==> src/rtl/i2c_ss_pkg.sv <==
package i2c_ss_pkg;

  typedef enum logic [3:0] {
    S_IDLE, S_FREE, S_START, S_LOW, S_HIGH,
    S_RS_LOW, S_RS_HIGH, S_HOLD, S_STOP_LOW, S_STOP_HIGH
  } seq_state_e;

  localparam logic [4:0] HDR_TAG = 5'b11110;

  // Byte sent in a given stage of the address phase
  function automatic logic [7:0] addr_byte(input logic [1:0] stage,
                                           input logic ten,
                                           input logic [9:0] a,
                                           input logic rd,
                                           input logic hdr_only);
    if (!ten) return {a[6:0], rd};
    case (stage)
      2'd0:    return {HDR_TAG, a[9:8], rd & hdr_only};
      2'd1:    return a[7:0];
      default: return {HDR_TAG, a[9:8], 1'b1};
    endcase
  endfunction

  // Index of the final stage for the chosen addressing variant
  function automatic logic [1:0] last_stage(input logic ten,
                                            input logic rd,
                                            input logic hdr_only);
    if (!ten) return 2'd0;
    if (!rd) return 2'd1;
    if (hdr_only) return 2'd0;
    return 2'd2;
  endfunction

endpackage

==> src/rtl/i2c_ss_busmon.sv <==
module i2c_ss_busmon (
  input  logic clk,
  input  logic rst_n,
  input  logic scl_i,
  input  logic sda_i,
  output logic busy
);
  logic scl_q, sda_q;
  logic seen_start, seen_stop;

  assign seen_start = scl_i && scl_q && sda_q && !sda_i;
  assign seen_stop  = scl_i && scl_q && !sda_q && sda_i;

  always_ff @(posedge clk or negedge rst_n) begin
    if (!rst_n) begin
      scl_q <= 1'b1;
      sda_q <= 1'b1;
      busy  <= 1'b0;
    end else begin
      scl_q <= scl_i;
      sda_q <= sda_i;
      if (seen_start)     busy <= 1'b1;
      else if (seen_stop) busy <= 1'b0;
    end
  end
endmodule

==> src/rtl/i2c_ss_cfg.sv <==
module i2c_ss_cfg #(
  parameter int LEN_W = 16
) (
  input  logic             clk,
  input  logic             rst_n,
  input  logic             wr_en,
  input  logic             ten_in,
  input  logic [9:0]       addr_in,
  input  logic             rd_in,
  input  logic             hdr_in,
  input  logic [LEN_W-1:0] len_in,
  output logic             ten,
  output logic [9:0]       addr,
  output logic             rd,
  output logic             hdr,
  output logic [7:0]       count
);
  localparam logic [LEN_W-1:0] SAT = LEN_W'(255);
  logic [7:0] clamped;

  assign clamped = (len_in >= SAT) ? 8'hFF : len_in[7:0];

  always_ff @(posedge clk or negedge rst_n) begin
    if (!rst_n) begin
      ten   <= 1'b0;
      addr  <= '0;
      rd    <= 1'b0;
      hdr   <= 1'b0;
      count <= '0;
    end else if (wr_en) begin
      ten   <= ten_in;
      addr  <= addr_in;
      rd    <= rd_in;
      hdr   <= hdr_in;
      count <= clamped;
    end
  end
endmodule

==> src/rtl/i2c_start_seq.sv <==
module i2c_start_seq
  import i2c_ss_pkg::*;
#(
  parameter int LEN_W = 16,
  parameter int TIM_W = 8
) (
  input  logic             clk,
  input  logic             rst_n,
  input  logic             cfg_wr,
  input  logic             cfg_ten_bit,
  input  logic [9:0]       cfg_addr,
  input  logic             cfg_read,
  input  logic             cfg_hdr_only,
  input  logic [LEN_W-1:0] cfg_len,
  input  logic             start_set,
  input  logic [TIM_W-1:0] tim_low,
  input  logic [TIM_W-1:0] tim_high,
  input  logic             scl_i,
  input  logic             sda_i,
  output logic             scl_oe,
  output logic             sda_oe,
  output logic             start_pending,
  output logic [7:0]       xfer_count,
  output logic             bus_busy,
  output logic             done,
  output logic             nack,
  output logic             arb_lost,
  output logic             target_mode
);
  localparam logic [3:0] ACK_IDX = 4'd8;

  seq_state_e       state;
  logic [TIM_W-1:0] cnt;
  logic [7:0]       shreg;
  logic [3:0]       bitidx;
  logic [1:0]       stage;
  logic             c_ten, c_rd, c_hdr;
  logic [9:0]       c_addr;
  logic [1:0]       fin_stage;

  i2c_ss_cfg #(.LEN_W(LEN_W)) u_cfg (
    .clk(clk), .rst_n(rst_n), .wr_en(cfg_wr && !start_pending),
    .ten_in(cfg_ten_bit), .addr_in(cfg_addr), .rd_in(cfg_read),
    .hdr_in(cfg_hdr_only), .len_in(cfg_len),
    .ten(c_ten), .addr(c_addr), .rd(c_rd), .hdr(c_hdr), .count(xfer_count)
  );

  i2c_ss_busmon u_mon (
    .clk(clk), .rst_n(rst_n), .scl_i(scl_i), .sda_i(sda_i), .busy(bus_busy)
  );

  assign fin_stage = last_stage(c_ten, c_rd, c_hdr);

  always_ff @(posedge clk or negedge rst_n) begin
    if (!rst_n) begin
      state         <= S_IDLE;
      cnt           <= '0;
      shreg         <= '0;
      bitidx        <= '0;
      stage         <= '0;
      scl_oe        <= 1'b0;
      sda_oe        <= 1'b0;
      start_pending <= 1'b0;
      done          <= 1'b0;
      nack          <= 1'b0;
      arb_lost      <= 1'b0;
      target_mode   <= 1'b0;
    end else begin
      done <= 1'b0;
      if (start_set) begin
        start_pending <= 1'b1;
        nack          <= 1'b0;
        arb_lost      <= 1'b0;
        target_mode   <= 1'b0;
      end
      case (state)
        S_IDLE: begin
          scl_oe <= 1'b0;
          sda_oe <= 1'b0;
          if (start_pending && !bus_busy) begin
            state <= S_FREE;
            cnt   <= '0;
            stage <= '0;
          end
        end
        S_FREE: begin
          if (bus_busy) state <= S_IDLE;
          else if (cnt == tim_low) begin
            sda_oe <= 1'b1;
            cnt    <= '0;
            state  <= S_START;
          end else cnt <= cnt + 1'b1;
        end
        S_START: begin
          if (cnt == tim_high) begin
            scl_oe <= 1'b1;
            shreg  <= addr_byte(stage, c_ten, c_addr, c_rd, c_hdr);
            bitidx <= '0;
            cnt    <= '0;
            state  <= S_LOW;
          end else cnt <= cnt + 1'b1;
        end
        S_LOW: begin
          if (cnt == '0) sda_oe <= (bitidx == ACK_IDX) ? 1'b0 : ~shreg[7];
          if (cnt == tim_low) begin
            scl_oe <= 1'b0;
            cnt    <= '0;
            state  <= S_HIGH;
          end else cnt <= cnt + 1'b1;
        end
        S_HIGH: begin
          if (scl_i) begin
            if (cnt != tim_high) cnt <= cnt + 1'b1;
            else begin
              cnt    <= '0;
              scl_oe <= 1'b1;
              if (bitidx != ACK_IDX) begin
                if (shreg[7] && !sda_i) begin
                  scl_oe        <= 1'b0;
                  sda_oe        <= 1'b0;
                  arb_lost      <= 1'b1;
                  target_mode   <= 1'b1;
                  start_pending <= 1'b0;
                  state         <= S_IDLE;
                end else begin
                  shreg  <= {shreg[6:0], 1'b0};
                  bitidx <= bitidx + 1'b1;
                  state  <= S_LOW;
                end
              end else if (sda_i) begin
                nack          <= 1'b1;
                done          <= 1'b1;
                start_pending <= 1'b0;
                state         <= S_STOP_LOW;
              end else if (stage == fin_stage) begin
                done          <= 1'b1;
                start_pending <= 1'b0;
                state         <= S_HOLD;
              end else begin
                stage <= stage + 2'd1;
                if (stage == 2'd1) state <= S_RS_LOW;
                else begin
                  shreg  <= addr_byte(stage + 2'd1, c_ten, c_addr, c_rd, c_hdr);
                  bitidx <= '0;
                  state  <= S_LOW;
                end
              end
            end
          end
        end
        S_RS_LOW: begin
          if (cnt == '0) sda_oe <= 1'b0;
          if (cnt == tim_low) begin
            scl_oe <= 1'b0;
            cnt    <= '0;
            state  <= S_RS_HIGH;
          end else cnt <= cnt + 1'b1;
        end
        S_RS_HIGH: begin
          if (scl_i) begin
            if (cnt == tim_low) begin
              sda_oe <= 1'b1;
              cnt    <= '0;
              state  <= S_START;
            end else cnt <= cnt + 1'b1;
          end
        end
        S_HOLD: begin
          scl_oe <= 1'b1;
          if (start_pending) begin
            stage <= '0;
            cnt   <= '0;
            state <= S_RS_LOW;
          end
        end
        S_STOP_LOW: begin
          if (cnt == '0) sda_oe <= 1'b1;
          if (cnt == tim_low) begin
            scl_oe <= 1'b0;
            cnt    <= '0;
            state  <= S_STOP_HIGH;
          end else cnt <= cnt + 1'b1;
        end
        S_STOP_HIGH: begin
          if (scl_i) begin
            if (cnt == tim_high) begin
              sda_oe <= 1'b0;
              cnt    <= '0;
              state  <= S_IDLE;
            end else cnt <= cnt + 1'b1;
          end
        end
        default: state <= S_IDLE;
      endcase
    end
  end
endmodule

==> config.mk <==
export PLATFORM = sky130hd
export DESIGN_NAME = i2c_start_seq
export DESIGN_NICKNAME = d
export VERILOG_FILES = /design/src/rtl/i2c_ss_pkg.sv /design/src/rtl/i2c_ss_busmon.sv /design/src/rtl/i2c_ss_cfg.sv /design/src/rtl/i2c_start_seq.sv
export SDC_FILE = /design/constraint.sdc
export NUM_CORES = 1
export LEC_CHECK = 0
export BUFFER_PORTS_ARGS = -buffer_cell sky130_fd_sc_hd__buf_2
export CORE_MARGIN = 4
export CORE_UTILIZATION = 56
export DETAILED_ROUTE_END_ITERATION = 10
export MAX_ROUTING_LAYER = met4
export PLACE_DENSITY_LB_ADDON = 0.25
export SYNTH_ARGS = -nofsm -noshare
export SYNTH_HDL_FRONTEND = slang
export SYNTH_HIERARCHICAL = 1
export SYNTH_SLANG_ARGS = --single-unit
==> constraint.sdc <==
create_clock -name clk -period 3 [get_ports clk]
set_clock_uncertainty 0.2 [all_clocks]
set_input_delay 0.6 -clock clk [delete_from_list [all_inputs] [get_ports clk]]
set_output_delay 0.6 -clock clk [all_outputs]
set_load 0.05 [all_outputs]
Word level (Yosys, flattened, before mapping)
Cells that the tools add are included.
- logic and storage cells: 233
- register bits: 57
- equal/unequal tests: 42
- mux-type cells: 136
- reductions and logical operators: 29
- bitwise operators: 2
- add/subtract/negate cells: 3
- magnitude comparators: 1
- operators with widths (cell ; count):
    $mux 8 ; 21
    $mux 4 ; 22
    $mux 1 ; 68
    $pmux 8 s8 ; 1
    $pmux 8 s2 ; 3
    $ne 2x2->1 const B ; 20
    $pmux 4 s10 ; 1
    $mux 2 ; 14
    $eq 4x3->1 const B ; 4
    $eq 8x8->1 ; 2
    $ge 16x8->1 const B ; 1
    $reduce_and 8->1 ; 2
    $reduce_bool 8->1 ; 2
    $eq 4x4->1 const B ; 3
    $ne 3x3->1 const B ; 4
    $reduce_and 12->1 ; 1
    $reduce_and 11->1 ; 1
    $add 8x1->8 const B ; 1
    $eq 4x2->1 const B ; 2
    $logic_and 1x1->1 ; 8
    $logic_not 8->1 ; 1
    $ne 8x8->1 ; 1
    $pmux 1 s8 ; 1
    $pmux 4 s2 ; 1
    other kinds (21) ; 28

Longest topological paths before layout
Gate-level depths: netlist of the first run.
- word-level depth: 22
- gate-level depth with buffers: 9
- mapped depth without buffers: 8

Modules after synthesis
Netlist of the first run, hierarchy kept.
- by module, submodules not included (module ; times used ; seq. area each (um2) ; area an instance (um2) ; cells each):
    i2c_start_seq ; 1 ; 825.8 ; 2840.2 ; 339
    i2c_ss_cfg ; 1 ; 525.5 ; 785.8 ; 48
    i2c_ss_busmon ; 1 ; 77.6 ; 111.4 ; 7

Worst setup path after synthesis of the first run
No wires, ideal clock.
- path kind: input port to flip-flop
- start point: input port tim_high[4]
- end point: register shreg[0]
- library setup time: 0.125 ns
- cell stages on the path: 7
- slack: 0.642 ns
- data arrival time: 2.032 ns
- buffers on the path: 1
- data required time: 2.675 ns
- cells stage by stage: xnor2_1 > nand4_1 > o31ai_2 > o211ai_2 > nor2_4 > buf_6 > mux2_4
- cells in the longest elaborated chain, start to end: 3
- elaborated cells on any way between the ends: 5
- classes of those cells: eq/ne (4); reduce/logical (1)
- RTL lines (item ; line ; source):
    start: declaration ; i2c_start_seq.sv:17 ; input logic [TIM_W-1:0] tim_high,
    $eq 8x8->1 or $ne 8x8->1 (tied branches) ; i2c_start_seq.sv:95, i2c_start_seq.sv:113 ;
    $ne 2x2->1 (no line) ; -- ;
    $reduce_and 8->1 (no line) (*) ; -- ;
    end signal: assignment ; i2c_start_seq.sv:97 ; shreg <= addr_byte(stage, c_ten, c_addr, c_rd, c_hdr);
    end signal: assignment ; i2c_start_seq.sv:126 ; shreg <= {shreg[6:0], 1'b0};
    end signal: assignment ; i2c_start_seq.sv:143 ; shreg <= addr_byte(stage + 2'd1, c_ten, c_addr, c_rd, c_hdr);
    end: declaration ; i2c_start_seq.sv:34 ; logic [7:0] shreg;
Every way passes the cells marked *; elsewhere a longest branch is shown, timed or not.
A chain may end at the register's enable or synchronous reset.

Worst setup path after layout of the first run
- start point: register state[1]
- end point: register shreg[3]
- cells in the longest elaborated chain, start to end: 3
- elaborated cells on any way between the ends: 12
- classes of those cells: eq/ne (9); mux (1); reduce/logical (2)
- RTL lines (item ; line ; source):
    start: declaration ; i2c_start_seq.sv:32 ; seq_state_e state;
    start signal: assignment ; i2c_start_seq.sv:56 ; state <= S_IDLE;
    start signal: assignment ; i2c_start_seq.sv:81 ; state <= S_FREE;
    start signal: assignment ; i2c_start_seq.sv:87 ; if (bus_busy) state <= S_IDLE;
    $eq 4x3->1 or $eq 4x2->1 (tied branches) ; i2c_start_seq.sv:76 ; case (state)
    $ne 3x3->1 (no line), or another cell as far along ; -- ;
    $reduce_and 8->1 (no line) ; -- ;
Parallel ways exist; a longest one is shown, timed or not.

==> flow_metrics.tcl, run 1 <==
set metrics [dict create \
    path_class "reg -> reg" \
    syn-instance-count 394 \
    status "completed" \
    vdd_drop_max_mv 0.4347 \
    grtUsageTotal 0.2420 \
    ys_types 74 \
    max_cap_violations 0 \
    rsz0062_at_grt "no" \
    drv_slew 0 \
    ios 67 \
    antenna_found_initial 0 \
    holdBufCountCts 0 \
    syn_area_per_cell_sq_um 9.486 \
    clock_tree.root_cell "clkbuf_8" \
    final_cell_mix "66 x buf_2, 55 x dfrtp_1, 31 x nand2_1, 31 x o21ai_0, 24 x a21oi_1" \
    worst_pin_slew_ns 0.5887 \
    grt-ovfl-total 0 \
    synth_edf_count 0 \
    die_y_microns 89.70 \
    final_common_cell "buf_2" \
    crit_path_start_kind "flop" \
    grt_pass1_vias 3229 \
    dp_hpwl_mm 6.503 \
    yosysTopAreaCell "dfrtp_1" \
    slew_headroom 0.6075 \
    synth_flop_cell "dfrtp_1" \
    vias 3311 \
    p_per_area_mw_per_mm2 768.0 \
    leakagePower_nw 1.874 \
    start_util 0.5819 \
    io_buffers 66 \
    gp_congestion 0.8945 \
    r2r_cells 5 \
    grt_pass1_wl_mm 14.72 \
    async_flop_share 1.000 \
    period_share 0.8748 \
    drive_above_1_share 0.2863 \
    setup_slack_ns 0.3755 \
    cts_made_buffers 9 \
    cts_max_path_buffers 2 \
    hold_path_class "in -> async" \
    clk_latency_ns 0.34 \
    numClockSinks 57 \
    synth_top_area_frac 0.3683 \
    die_w_microns 89.70 \
    use_met1 0.3167 \
    grt_max_degree 40 \
    finalSetupViolCount 0 \
    drt-initial-drc-count 192 \
    ant_nets 0 \
    fin_crit_ns 2.624 \
    path_clk_slew_ns 0.06 \
    post-place-ws_ns 0.1986 \
    worstReg2RegStart "state[1]$_DFFE_PN0P_" \
    ys_seq_area_frac 0.3823 \
    drtPass1Iterations 5 \
    top_usage_layer "met2" \
    rows 29 \
    hold_viol 0 \
    use_met2 0.3657 \
    worstPathRequired_ns 3.02 \
    setup.worst_path.start "state[1]$_DFFE_PN0P_" \
    nNetsFinal 517 \
    syn-num-nets 453 \
    fin_setup_tns_ns 0 \
    synth.ff_latch_count 57 \
    ctsResizeCount 0 \
    cp.arrival_ns 2.64 \
    rrSetupSlack_ns 0.38 \
    die-area_sq_mm 0.008045 \
    post-cts-setup-buffers 0 \
    drc_errors 0 \
    end_kind "flop" \
    areaGrowthSynthToFinish_pct 15.17 \
    vias_per_cell 6.154 \
    timing.fmax_ghz 0.3810 \
    core_sq_mm 0.006422 \
    finalWirelength_mm 8.824 \
    htree_levels 3 \
    critical_path.max_fanout 17 \
    wire_per_inst_microns 16.40 \
    netlist_area_sq_mm 0.003737 \
    grtUsageMet3 0.05292 \
    yosys-top-cells-area "dfrtp_1 37%, mux2_2 4.5%, o21ai_0 4.2%" \
    cts_tree "done" \
    diodes 0 \
    yosys_warnings 6 \
]
[per-stage QoR]
stage	util	hold WS, ns	instance area, sq um	power, mW	std cells
2_1_floorplan	-	0.1044	3737	2.270	394
3_3_place_gp	0.6415	0.2700	4120	2.557	524
6_report	0.6702	0.003662	4304	3.306	538
3_5_place_dp	0.6415	0.2697	4120	2.604	524
4_1_cts	0.6702	0.008098	4304	3.305	538
5_1_grt	0.6702	0.02790	4304	3.529	538
[power breakdown]
| part | switching, mW | internal (mW) | total, mW |
|---|---|---|---|
| clock | 0.293 | 0.396 | 0.689 |
| combinational | 0.841 | 0.683 | 1.52 |
| sequential | 0.160 | 0.933 | 1.09 |
[layer usage]
metal	up-vias	part of all wire
li1	1582	-
met1	1576	0.45
met5	-	0
met4	0	0.023
met2	133	0.47
met3	20	0.061
[cell usage after synthesis, types with 3 or more instances]
cell,count
a211oi_1,3
a21o_1,7
a21oi_1,24
a22oi_1,7
a31oi_1,8
buf_2,14
buf_6,3
clkbuf_1,8
dfrtp_1,55
ha_1,8
inv_1,11
mux2_2,15
mux2_4,7
nand2_1,31
nand2b_1,9
nand3_1,10
nand4_1,4
nor2_1,13
nor2b_1,12
nor3_1,10
nor3b_1,3
o21ai_0,31
o22a_1,8
o22ai_1,7
o31ai_1,3
o41ai_1,3
or3_1,3
xnor2_1,17
[worst paths after layout]
kind	endpoint
max	shreg[3]$_DFFE_PN0P_
min	bitidx[0]$_DFFE_PN0P_
max reg2reg	shreg[3]$_DFFE_PN0P_
min reg2reg	target_mode$_DFF_PN0_
max in group asynchronous	u_mon/scl_q$_DFF_PN1_
min in group clk	u_mon/sda_q$_DFF_PN1_
[worst max-delay path, stage by stage, from the launching register on]
cell	delay (ns)
dfrtp_1	0.49
or4b_4	0.70
a21oi_2	0.19
o211ai_2	0.16
nor2_4	0.38
mux2_2	0.38
[area by class of cell]
class / instances / area (sq um)
multi-input cells: 299 / 2118
fillers: 540 / 2118
flip-flops and latches: 57 / 1429
repair buffers: 80 / 435.4
clock buffers: 11 / 141.4
well taps: 77 / 96.34
clock inverters: 3 / 42.54
inverters: 11 / 41.29
[state kept, by name, summed over array words and instances, names as in the netlist, 2 cells and up]
name,flops
cnt,8
u_cfg/addr,10
u_cfg/count,8
shreg,8
bitidx,4
state,4
stage,2
[cells by family (layout without fill, tap and decap cells)]
group                    Yosys count  count (layout)  share of synthesized area
buffers and inverters             38             105                    0.05089
flip-flops                        57              57                     0.3823
adder cells (fa/ha/maj)            8               8                    0.02678
AO/OA/AOI/OAI                    128             128                     0.2300
multiplexers                      25              25                    0.08169
XOR/XNOR                          18              18                    0.04218
AND/OR/NAND/NOR                  120             120                     0.1861
(Power assumes the default switching activity.)
==> inputs of run 2 (changes only) <==
--- a/config.mk
+++ b/config.mk
@@ -6,8 +6,9 @@
 export NUM_CORES = 1
 export LEC_CHECK = 0
 export BUFFER_PORTS_ARGS = -buffer_cell sky130_fd_sc_hd__buf_2
+export CORE_ASPECT_RATIO = 1.25
 export CORE_MARGIN = 4
-export CORE_UTILIZATION = 56
+export CORE_UTILIZATION = 59
 export DETAILED_ROUTE_END_ITERATION = 10
 export MAX_ROUTING_LAYER = met4
 export PLACE_DENSITY_LB_ADDON = 0.25
==> constraint.sdc (replaced) <==
create_clock -name clk -period 3.4 [get_ports clk]
set_clock_uncertainty 0.2 [all_clocks]
set_input_delay 0.68 -clock clk [delete_from_list [all_inputs] [get_ports clk]]
set_output_delay 0.68 -clock clk [all_outputs]
set_load 0.05 [all_outputs]
==> flow_metrics.tcl, run 2 (same netlist as run 1, synthesis figures left out) <==
set metrics [dict create \
    nNetsFinal 510 \
    status "completed" \
    rsz0062_at_grt "no" \
    core_sq_mm 0.006166 \
    drtPass1Iterations 4 \
    holdBufCountCts 0 \
    path_clk_slew_ns 0.07 \
    start_util 0.6061 \
    ant_nets 0 \
    finalWirelength_mm 8.194 \
    drc_errors 0 \
    die_y_microns 96.99 \
    cts_max_path_buffers 2 \
    setup_slack_ns 0.6738 \
    gp_congestion 0.9169 \
    path_class "reg -> reg" \
    worstPathRequired_ns 3.42 \
    grtUsageTotal 0.2277 \
    final_cell_mix "66 x buf_2, 55 x dfrtp_1, 31 x nand2_1, 31 x o21ai_0, 24 x a21oi_1" \
    setup.worst_path.start "state[1]$_DFFE_PN0P_" \
    rrSetupSlack_ns 0.67 \
    vias_per_cell 5.874 \
    fin_setup_tns_ns 0 \
    hold_path_class "in -> async" \
    areaGrowthSynthToFinish_pct 15.23 \
    critical-path-max-stage-delay_ns 0.73 \
    cts_tree "done" \
    htree_levels 3 \
    vias 3178 \
    slew_headroom 0.5375 \
    wire_per_inst_microns 15.15 \
    hold_viol 0 \
    nFillCells 526 \
    numClockSinks 57 \
    post-place-ws_ns 0.5353 \
    drive_above_1_share 0.2807 \
    final_common_cell "buf_2" \
    grt_max_degree 47 \
    grt_pass1_wl_mm 13.90 \
    crit_family "simple AND/OR/NAND/NOR gates" \
    drt-initial-drc-count 205 \
    max_cap_violations 0 \
    path_cells "or4b_4 > a21oi_2 > o211ai_2 > nor2_4 > mux2_2" \
    worstReg2RegStart "state[1]$_DFFE_PN0P_" \
    io_buffers 66 \
    die-area_sq_mm 0.007680 \
    post-cts-setup-buffers 0 \
    timing.fmax_ghz 0.3668 \
    p_per_area_mw_per_mm2 688.9 \
    worst_pin_slew_ns 0.6938 \
    largest_reg_flops 10 \
    end_kind "flop" \
    leakagePower_nw 1.851 \
    cp_num_buf_inv 0 \
    antenna_found_initial 0 \
    ios 67 \
    vdd_drop_max_mv 0.4110 \
    die_w_microns 79.19 \
    top_register "u_cfg/addr" \
    drv_slew 0 \
    dp_hpwl_mm 6.006 \
    rows 32 \
    cts_made_buffers 9 \
    critical_path.max_fanout 19 \
    period_share 0.8018 \
    clk_latency_ns 0.33 \
    grt-ovfl-total 0 \
    finalSetupViolCount 0 \
    ctsResizeCount 0 \
    cp.arrival_ns 2.75 \
    grt_pass1_vias 3129 \
    fin_crit_ns 2.726 \
    diodes 0 \
    clock_tree.root_cell "clkbuf_8" \
    crit_path_start_kind "flop" \
    cp_slowest_cell "or4b_4" \
]
## run 2: worst register-to-register path, cell delays in order, from the launching register on
cell,delay (ns)
dfrtp_1,0.58
or4b_4,0.73
a21oi_2,0.18
o211ai_2,0.16
nor2_4,0.38
mux2_2,0.38
## run 2: final cells by class
cell class | count | area, sq um | area share
inverter | 11 | 41.29 | 0.009587
clock buffer | 10 | 137.6 | 0.03196
tap | 85 | 106.4 | 0.02469
timing repair buffer | 73 | 382.9 | 0.08890
sequential | 57 | 1429 | 0.3318
multi-input combinational | 299 | 2118 | 0.4919
clock inverter | 6 | 91.34 | 0.02121
## run 2: path summary, 6_finish.rpt
kind | to | cells past startpoint
max in group asynchronous | u_mon/scl_q$_DFF_PN1_ | 2
min | cnt[0]$_DFFE_PN0P_ | 1
max | shreg[3]$_DFFE_PN0P_ | 5
min in group clk | arb_lost$_DFF_PN0_ | 1
min reg2reg | arb_lost$_DFF_PN0_ | 1
max reg2reg | shreg[3]$_DFFE_PN0P_ | 5
## run 2: where the power goes
part / internal [mW] / total (mW) / switching [mW] / leakage, nW
logic: 0.573 / 1.25 / 0.674 / 1.03
clock network: 0.433 / 0.719 / 0.285 / 0.105
registers: 0.821 / 1.00 / 0.180 / 0.712
total: 1.83 / 2.97 / 1.14 / 1.85
## run 2: metrics by stage
step | cell area (sq um) | total power [mW] | hold WS (ns) | utilization | cells
after floorplan | 3737 | 2.003 | 0.1844 | - | 394
after global placement | 4078 | 2.219 | 0.2633 | 0.6613 | 525
after detailed placement | 4078 | 2.250 | 0.2651 | 0.6613 | 525
after CTS | 4307 | 2.979 | 0.01324 | 0.6985 | 541
after global routing | 4307 | 3.174 | 0.02195 | 0.6985 | 541
final | 4307 | 2.967 | 0.01792 | 0.6985 | 541
## run 2: layer usage
layer,GRT usage,up-vias,share of wire
li1,-,1570,-
met3,0.04749,7,0.052
met5,-,-,0
met4,0.08069,0,0.0090
met2,0.3742,103,0.50
met1,0.2754,1498,0.44
==> inputs of run 3 (changes only) <==
--- a/config.mk
+++ b/config.mk
@@ -8,7 +8,7 @@
 export BUFFER_PORTS_ARGS = -buffer_cell sky130_fd_sc_hd__buf_2
 export CORE_ASPECT_RATIO = 1.25
 export CORE_MARGIN = 4
-export CORE_UTILIZATION = 59
+export CORE_UTILIZATION = 51
 export DETAILED_ROUTE_END_ITERATION = 10
 export MAX_ROUTING_LAYER = met4
 export PLACE_DENSITY_LB_ADDON = 0.25
==> constraint.sdc (replaced) <==
create_clock -name clk -period 2.3 [get_ports clk]
set_clock_uncertainty 0.2 [all_clocks]
set_input_delay 0.46 -clock clk [delete_from_list [all_inputs] [get_ports clk]]
set_output_delay 0.46 -clock clk [all_outputs]
set_load 0.05 [all_outputs]
==> flow_metrics.tcl, run 3 (same netlist as run 1, synthesis figures left out) <==
set metrics [dict create \
    gp_congestion 0.9545 \
    top_register "u_cfg/addr" \
    diodes 0 \
    timing.fmax_ghz 0.4349 \
    rows 34 \
    rsz0062_at_grt "yes" \
    areaGrowthSynthToFinish_pct 27.35 \
    hold_ws_ns 0.08382 \
    slew_headroom 0.6691 \
    vias 3424 \
    start_util 0.5292 \
    post-place-ws_ns -0.08143 \
    status "completed" \
    fin_crit_ns 2.299 \
    clk_latency_ns 0.34 \
    vdd_drop_max_mv 0.6591 \
    die-area_sq_mm 0.008770 \
    wl_met1_mm 3.799 \
    cp.arrival_ns 2.32 \
    cts_made_buffers 9 \
    worstReg2RegStart "state[1]$_DFFE_PN0P_" \
    final_cell_mix "66 x buf_2, 53 x buf_4, 51 x dfrtp_1" \
    drtPass1Iterations 4 \
    critical_path.max_fanout 7 \
    cts_tree "done" \
    finalSetupViolCount 0 \
    leakagePower_nw 2.109 \
    top_layer "met4" \
    numClockSinks 57 \
    wl_met2_mm 5.148 \
    final_cells 596 \
    wire_per_inst_microns 15.96 \
    ant_nets 0 \
    p_per_area_mw_per_mm2 992.2 \
    grt_max_degree 58 \
    hold_path_end "u_mon/sda_q$_DFF_PN1_" \
    dp.cells 578 \
    report.power.total_mw 4.722 \
    nNetsFinal 560 \
    grtUsageTotal 0.2270 \
    fin_util 0.6740 \
    rrSetupSlack_ns 0.0009 \
    end_kind "flop" \
    cts_max_path_buffers 2 \
    finalWirelength_mm 9.511 \
    dp_hpwl_mm 7.044 \
    antenna_found_initial 0 \
    vias_per_cell 5.745 \
    worstPathRequired_ns 2.32 \
    htree_levels 3 \
    period_share 0.9996 \
    grt-ovfl-total 0 \
    grt_pass1_wl_mm 15.82 \
    drv_slew 0 \
    rr_endpoint "state[0]$_DFFE_PN0P_" \
    ios 67 \
    hold_start "sda_i" \
    die_w_microns 84.57 \
    drc_errors 0 \
    met3_length_microns 385 \
    final_common_cell "buf_2" \
    postPlaceCellArea_sq_mm 0.004481 \
    crit_path_start_kind "flop" \
    io_buffers 66 \
    setup_slack_ns 0.0008527 \
    worst_pin_slew_ns 0.4899 \
    path_clk_slew_ns 0.08 \
    drt-initial-drc-count 219 \
    largest_reg_flops 10 \
    max_cap_violations 0 \
    drive_above_1_share 0.3854 \
    hold_viol 0 \
    hold_path_class "in -> reg" \
    fin_area_sq_mm 0.004760 \
    core_sq_mm 0.007062 \
    hold_depth 1 \
    r2r_cells 7 \
    die_y_microns 103.7 \
    fin_setup_tns_ns 0 \
    grt_pass1_vias 3373 \
    clock_tree.root_cell "clkbuf_8" \
    path_class "reg -> reg" \
]
[run 3: cell types whose count changed in the layout (fill, tap and decap cells not counted), sizes merged]
cell         before  now
buf              73  122
bufinv            2    0
clkbuf           10   11
clkinv            1    4
clkinvlp          3    1
dlygate4sd3       0    1
[run 3: layer usage]
layer / global-route usage / up-vias
met3: 0.03495 / 15
met4: 0.08484 / 0
met1: 0.2634 / 1651
met2: 0.3925 / 94
met5: - / -
li1: - / 1664
[run 3: how the worst max path moves through the flow]
| stage | startpoint | to | slack [ns] | cells after the start |
|---|---|---|---|---|
| after global routing | state[1]$_DFFE_PN0P_ | state[0]$_DFFE_PN0P_ | -0.06 | 7 |
| after global placement | tim_high[3] | shreg[5]$_DFFE_PN0P_ | -0.07 | 8 |
| final | state[1]$_DFFE_PN0P_ | state[0]$_DFFE_PN0P_ | 0.0009 | 7 |
| after CTS | cnt[0]$_DFFE_PN0P_ | shreg[2]$_DFFE_PN0P_ | 0.006 | 7 |
| after detailed placement | tim_high[3] | bitidx[0]$_DFFE_PN0P_ | -0.08 | 8 |
| after floorplan | state[1]$_DFFE_PN0P_ | state[0]$_DFFE_PN0P_ | 0.006 | 8 |
[run 3: critical path, cell delays in order, from the launching register on]
cell	delay, ns
dfrtp_2	0.46
or4b_4	0.59
nor2_4	0.14
o31ai_4	0.10
buf_4	0.17
o211ai_2	0.06
o21bai_4	0.16
mux2_4	0.31
[run 3: cell type report]
type                            count  area, sq um
Clock buffer                       11        141.4
Clock inverter                      5        31.28
Fill cell                         617         2302
Inverter                           11        41.29
Multi-Input combinational cell    299         2210
Sequential cell                    57         1434
Tap cell                           90        112.6
Timing Repair Buffer              123        789.5
[run 3: power by group]
group          switching (mW)  internal [mW]  leakage [nW]
Combinational            1.24           1.24          1.31
Sequential              0.184           1.22         0.707
Clock                   0.421          0.416        0.0891
[run 3: repair_timing]
item / CTS / global route
gates resized for setup: 0 / 25
hold endpoints to repair: 55 / 0
setup buffers: 0 / 1
setup endpoints to repair: 0 / 24
hold buffers: 1 / 0
